--- src/rtl/seq_pc_adv_pkg.sv ---
// Package: shared widths and the decode-flag bundle for the sequential PC advancer.
// Assumes the lower field is wide enough to hold the largest length (6).
package seq_pc_adv_pkg;
    parameter int PC_W  = 32;
    parameter int LOW_W = 3;

    // Decode flags that set the instruction length
    typedef struct packed {
        logic reg_byte;
        logic const_word;
    } len_flags_t;
endpackage

--- src/rtl/spa_len_decode.sv ---
// Module: turns the two decode flags into a byte count of 1, 2, 5 or 6.
// Assumes LEN_W >= 3 so the largest count fits.
module spa_len_decode
    import seq_pc_adv_pkg::*;
#(
    parameter int LEN_W = LOW_W
) (
    input  len_flags_t       flags_i,
    output logic [LEN_W-1:0] len_o
);
    localparam logic [LEN_W-1:0] BASE_LEN  = LEN_W'(1);
    localparam logic [LEN_W-1:0] REG_LEN   = LEN_W'(1);
    localparam logic [LEN_W-1:0] CONST_LEN = LEN_W'(4);

    // Sum the base byte and the optional field sizes
    always_comb begin
        len_o = BASE_LEN
              + (flags_i.reg_byte   ? REG_LEN   : '0)
              + (flags_i.const_word ? CONST_LEN : '0);
    end

    // the length stays within 1..6 for every flag pair
    always_comb begin
        p_len_range_r2: assert (len_o >= LEN_W'(1) && len_o <= LEN_W'(6))
            else $error("length out of range");
    end
endmodule

--- src/rtl/spa_high_incr.sv ---
// Module: early incrementer for the upper PC field. It depends only on the PC,
// so it can settle while the instruction memory is being read.
// Assumes wraparound modulo 2^HIGH_W is wanted.
module spa_high_incr #(
    parameter int HIGH_W = 29
) (
    input  logic [HIGH_W-1:0] hi_i,
    output logic [HIGH_W-1:0] hi_inc_o
);
    // Add one to the upper field
    always_comb begin
        hi_inc_o = hi_i + HIGH_W'(1);
    end
endmodule

--- src/rtl/spa_low_add.sv ---
// Module: narrow adder for the lower PC field and the length; also gives the carry out.
// Assumes the length fits in LOW_W bits.
module spa_low_add #(
    parameter int LOW_W = 3
) (
    input  logic [LOW_W-1:0] lo_i,
    input  logic [LOW_W-1:0] len_i,
    output logic [LOW_W-1:0] sum_o,
    output logic             carry_o
);
    // Add with one extra bit to catch the carry
    always_comb begin
        {carry_o, sum_o} = {1'b0, lo_i} + {1'b0, len_i};
    end
endmodule

--- src/rtl/seq_pc_adv.sv ---
// Module: next sequential PC through a carry-select split. The upper field is
// incremented early, and the carry of the narrow lower add picks the upper result.
// Assumes two-state inputs and no storage: the block is purely combinational.
module seq_pc_adv
    import seq_pc_adv_pkg::*;
#(
    parameter int ADDR_W = PC_W,
    parameter int SPLIT  = LOW_W
) (
    input  logic [ADDR_W-1:0] pc_i,
    input  logic              has_reg_byte_i,
    input  logic              has_const_word_i,
    output logic [ADDR_W-1:0] next_pc_o
);
    localparam int HIGH_W = ADDR_W - SPLIT;

    len_flags_t        flags;
    logic [SPLIT-1:0]  len;
    logic [SPLIT-1:0]  lo_sum;
    logic              lo_carry;
    logic [HIGH_W-1:0] hi_inc;
    logic [HIGH_W-1:0] hi_sel;

    // Bundle the decode flags
    always_comb begin
        flags.reg_byte   = has_reg_byte_i;
        flags.const_word = has_const_word_i;
    end

    spa_len_decode #(.LEN_W(SPLIT)) u_len (
        .flags_i (flags),
        .len_o   (len)
    );

    spa_high_incr #(.HIGH_W(HIGH_W)) u_hinc (
        .hi_i     (pc_i[ADDR_W-1:SPLIT]),
        .hi_inc_o (hi_inc)
    );

    spa_low_add #(.LOW_W(SPLIT)) u_ladd (
        .lo_i    (pc_i[SPLIT-1:0]),
        .len_i   (len),
        .sum_o   (lo_sum),
        .carry_o (lo_carry)
    );

    // Carry picks the plain or the pre-incremented upper field
    always_comb begin
        hi_sel    = lo_carry ? hi_inc : pc_i[ADDR_W-1:SPLIT];
        next_pc_o = {hi_sel, lo_sum};
    end

    // compare the split result with a single full-width add
    always_comb begin
        p_full_add_r1: assert (next_pc_o == pc_i + ADDR_W'(len))
            else $error("split result differs from full add");
        p_hold_high_r4: assert (lo_carry || next_pc_o[ADDR_W-1:SPLIT] == pc_i[ADDR_W-1:SPLIT])
            else $error("upper field moved without carry");
        p_bump_high_r5: assert (!lo_carry || next_pc_o[ADDR_W-1:SPLIT] == pc_i[ADDR_W-1:SPLIT] + HIGH_W'(1))
            else $error("upper field not bumped on carry");
        p_step_range_r7: assert ((next_pc_o - pc_i) >= ADDR_W'(1) && (next_pc_o - pc_i) <= ADDR_W'(6))
            else $error("step out of range");
    end
endmodule

--- config.mk ---
export PLATFORM = sky130hd
export DESIGN_NAME = seq_pc_adv
export DESIGN_NICKNAME = d
export VERILOG_FILES = /design/src/rtl/seq_pc_adv_pkg.sv /design/src/rtl/spa_len_decode.sv /design/src/rtl/spa_high_incr.sv /design/src/rtl/spa_low_add.sv /design/src/rtl/seq_pc_adv.sv
export SDC_FILE = /design/constraint.sdc
export NUM_CORES = 1
export LEC_CHECK = 0
export ABC_AREA = 0
export BUFFER_PORTS_ARGS = -buffer_cell sky130_fd_sc_hd__buf_4
export CORE_MARGIN = 2
export CORE_UTILIZATION = 34
export DETAILED_ROUTE_END_ITERATION = 8
export PLACE_DENSITY = 0.76
export SLEW_MARGIN = 25
export SYNTH_ARGS = -nofsm -noshare
export SYNTH_HDL_FRONTEND = slang
export SYNTH_SLANG_ARGS = --single-unit
export TNS_END_PERCENT = 30
--- constraint.sdc ---
create_clock -name vclk -period 1.85
set_clock_uncertainty 0.15 [all_clocks]
set_input_delay 0.2775 -clock vclk [all_inputs]
set_output_delay 0.2775 -clock vclk [all_outputs]
set_load 0.05 [all_outputs]
==> flow_summary.toml, run 1 <==
[synth]
synthSimpleGateAreaFrac_pct = 43.3
ys_top_cells_by_count = "26 x xnor2_1, 14 x nand3_1, 12 x nand2_1, 6 x inv_1, 4 x ha_1"
yosysSeqAreaShare_pct = 0
synthMuxAreaShare_pct = 1.71
syn_avg_cell_area_um2 = 7.41
synth_area_leader_cell = "xnor2_1"
synth_top_area_share_pct = 34.5
yosysMostFrequentCell = "xnor2_1"
postSynthCellCount = 89
ys_warn_count = 0
synth_compound_area_share_pct = 2.47
synth_fa_ha_area_share_pct = 10.6
syn-num-nets = 128
yosysUniqueCellTypes = 22
ys_top_cells_by_area = "xnor2_1 35%, nand3_1 11%, ha_1 7.6%"
synth_xor_xnor_area_share_pct = 38.5
synth_area_um2 = 659
synth_top_family_by_area = "simple AND/OR/NAND/NOR gates"

[die]
die_w_um = 48.0
ioPinCount = 66
rows = 15
start_util_pct = 37.0
die_y_um = 48.0

[place]
io_buffers = 66
gp_congestion = 0.766

[run_status]
tool.error = "[ERROR DPL-0038] Utilization greater than 100%, impossible to legalize"
stop_stage = "detailed placement (3_5_place_dp)"
status = "aborted with a tool error"
==> cell families after synthesis <==
group | Yosys count
buf+inv | 6
simple gates | 46
fa+ha+maj | 5
compound gates | 2
xor+xnor | 29
mux | 1
==> metrics by stage <==
step	hold WS [ps]	setup WS [ps]
after global placement	739	-391
after floorplan	522	-380
==> inputs of run 2 (changes only) <==
--- a/config.mk
+++ b/config.mk
@@ -7,10 +7,10 @@
 export LEC_CHECK = 0
 export ABC_AREA = 0
 export BUFFER_PORTS_ARGS = -buffer_cell sky130_fd_sc_hd__buf_4
-export CORE_MARGIN = 2
-export CORE_UTILIZATION = 34
+export CORE_AREA = 2 2 63 65
 export DETAILED_ROUTE_END_ITERATION = 8
-export PLACE_DENSITY = 0.76
+export DIE_AREA = 0 0 65 67
+export PLACE_DENSITY_LB_ADDON = 0.15
 export SLEW_MARGIN = 25
 export SYNTH_ARGS = -nofsm -noshare
 export SYNTH_HDL_FRONTEND = slang
==> constraint.sdc (replaced) <==
create_clock -name vclk -period 2.4
set_clock_uncertainty 0.15 [all_clocks]
set_input_delay 0.36 -clock vclk [all_inputs]
set_output_delay 0.36 -clock vclk [all_outputs]
set_load 0.05 [all_outputs]
==> run 2 against run 1 <==
The run now ends clean. Area after synthesis unchanged. Synthesized cell count unchanged.
==> flow_summary.toml, run 2 <==
[setup_path]
required_ps = 1890
worstPathArrival_ps = 1840
startpoint = "has_reg_byte_i"
cpMaxStageDelayCell = "xnor2_4"
critPathLaunchType = "primary input"
critPathCaptureType = "output pin"
cp_cell_sequence = "buf_6 -> inv_2 -> ha_2 -> a21o_1 -> a21oi_4 -> nor4_4 -> buf_6 -> nand4_1 -> xnor2_4 -> buf_6"
crit_fanout = 7
worstSetupPathType = "primary input to output pin"
cpMostUsedCell = "buf_6"
cpPeakStageDelay_ps = 220

[timing]
timing.slew.headroom_pct = 82.0
clock.fmax_ghz = 0.425
hold_viol_final = 0
min_period_ps = 2350
slew_viol_final = 0
post-route-period-util_pct = 98.1
tns_ps = 0
rsz0062_at_grt = "true"
worstMarginPinSlew_ps = 268
finalSetupViolations = 0

[global_routing]
grt.total_usage_pct = 10.6
grt_max_degree = 8
grt_pass1_wl_mm = 3.85
antenna_found_initial = 0
grt_pass1_vias = 945
gr-total-overflow = 0

[die]
coreArea_mm2 = 0.00361
ioPinCount = 66
dieArea_mm2 = 0.00436
start_util_pct = 18.3
die_w_um = 65
die_y_um = 67
rows = 22

[place]
io_buffers = 66
placed_cells = 216
hpwl_mm = 2.14
gp_congestion = 0.739

[layout]
antenna_cells = 0
instances_no_fill = 216
clkbuf_count = 0
drive_gt1_share_pct = 69.0
mostFrequentLayoutCell = "buf_4"
mostFrequentLayoutCells = "67 x buf_4, 12 x buf_6, 11 x xnor2_1, 11 x nand3_1, 10 x nand2_1"
design.seq.count = 0
final_nets = 209
seqCellArea_um2 = 0
areaGrowthSynthToFinish_pct = 143

[synth]
synth_area_um2 = 659
syn_avg_cell_area_um2 = 7.41
ys_top_cells_by_count = "26 x xnor2_1, 14 x nand3_1, 12 x nand2_1, 6 x inv_1, 4 x ha_1"
syn-num-nets = 128
ys_top_cells_by_area = "xnor2_1 35%, nand3_1 11%, ha_1 7.6%"
postSynthCellCount = 89
yosysSeqAreaShare_pct = 0
yosysMostFrequentCell = "xnor2_1"
ys_warn_count = 0
synth_top_area_share_pct = 34.5
yosysUniqueCellTypes = 22
synth_area_leader_cell = "xnor2_1"

[routing]
drcViolationCount = 0
ant_nets = 0
via_per_inst = 4.26
avgRoutedWirePerCell_um = 10.7
drt_iter0_drc = 34
dr.pass1.iters = 4
num_vias = 921
drt_wl_total_mm = 2.31

[worst_hold_path]
min_to = "next_pc_o[24]"
min_path_type = "primary input to output pin"
hp-start = "pc_i[24]"
worstHoldPathCells = 3

[run_status]
status = "finished, final reports clean"

[power]
vdd_ir_drop_max_uv = 119
power_leakage_nw = 0.744
powerDensity_mw_per_mm2 = 232

[job]
drv_cap = 0
-- run 2: cell counts after synthesis --
No cell type changed its count.
-- run 2: critical path: cells and delay by family --
family / cells / cell delay (ps)
simple gates: 2 / 360
xor+xnor: 1 / 220
buf+inv: 4 / 490
compound gates: 2 / 240
fa+ha+maj: 1 / 170
-- run 2: power breakdown --
| part | internal, mW | switching [mW] | total, mW |
|---|---|---|---|
| combinational | 0.150 | 0.222 | 0.372 |
| clock | 0 | 0 | 0 |
| sequential | 0 | 0 | 0 |
| total | 0.150 | 0.222 | 0.372 |
-- run 2: timing repair --
action                                  in CTS  in global routing
endpoints found under the setup margin      22                 18
pin swaps                                    8                  4
hold buffers                                 0                  0
setup buffers                                0                  1
gates resized for setup                     13                 10
-- run 2: per-stage QoR --
stage               util [%]  setup slack (ps)  power (mW)  instance area (um^2)  hold slack (ps)
detailed placement      42.1              -201       0.360                  1520              899
CTS                     43.3             -26.1       0.368                  1560              891
global route            44.5             -35.5       0.392                  1600              900
finish                  44.5              45.4       0.372                  1600              886
global placement        42.1              -116       0.357                  1520              900
floorplan                  -              -199       0.215                   865              687
-- run 2: cell type report --
cell class / instances / area, um^2
multi-input cells: 83 / 883
repair buffers: 79 / 638
well taps: 48 / 60.1
inverters: 6 / 22.5
fillers: 361 / 2000
-- run 2: how the worst max path moves through the flow --
stage	to	slack [ps]	cells past startpoint
4_1_cts	next_pc_o[10]	-30	10
3_3_place_gp	next_pc_o[21]	-120	10
5_1_grt	next_pc_o[21]	-40	10
3_5_place_dp	next_pc_o[21]	-200	10
2_1_floorplan	next_pc_o[16]	-200	6
6_report	next_pc_o[21]	50	10
-- run 2: logic make-up (layout without fill, tap and decap cells) --
logic type,after synthesis,count (layout),share of synthesized area [%]
compound gates,2,2,2.47
xor+xnor,29,29,38.5
fa+ha+maj,5,5,10.6
buf+inv,6,85,3.42
mux,1,1,1.71
simple gates,46,46,43.3
-- run 2: layer usage --
layer	up-vias	GRT usage [%]	wire length (um)
met5	-	0	0
met4	0	0	0
met3	0	1.69	211
met2	44	21.4	1190
met1	412	12.2	903
li1	465	-	-
No activity file was read; power rests on OpenSTA's default activity.
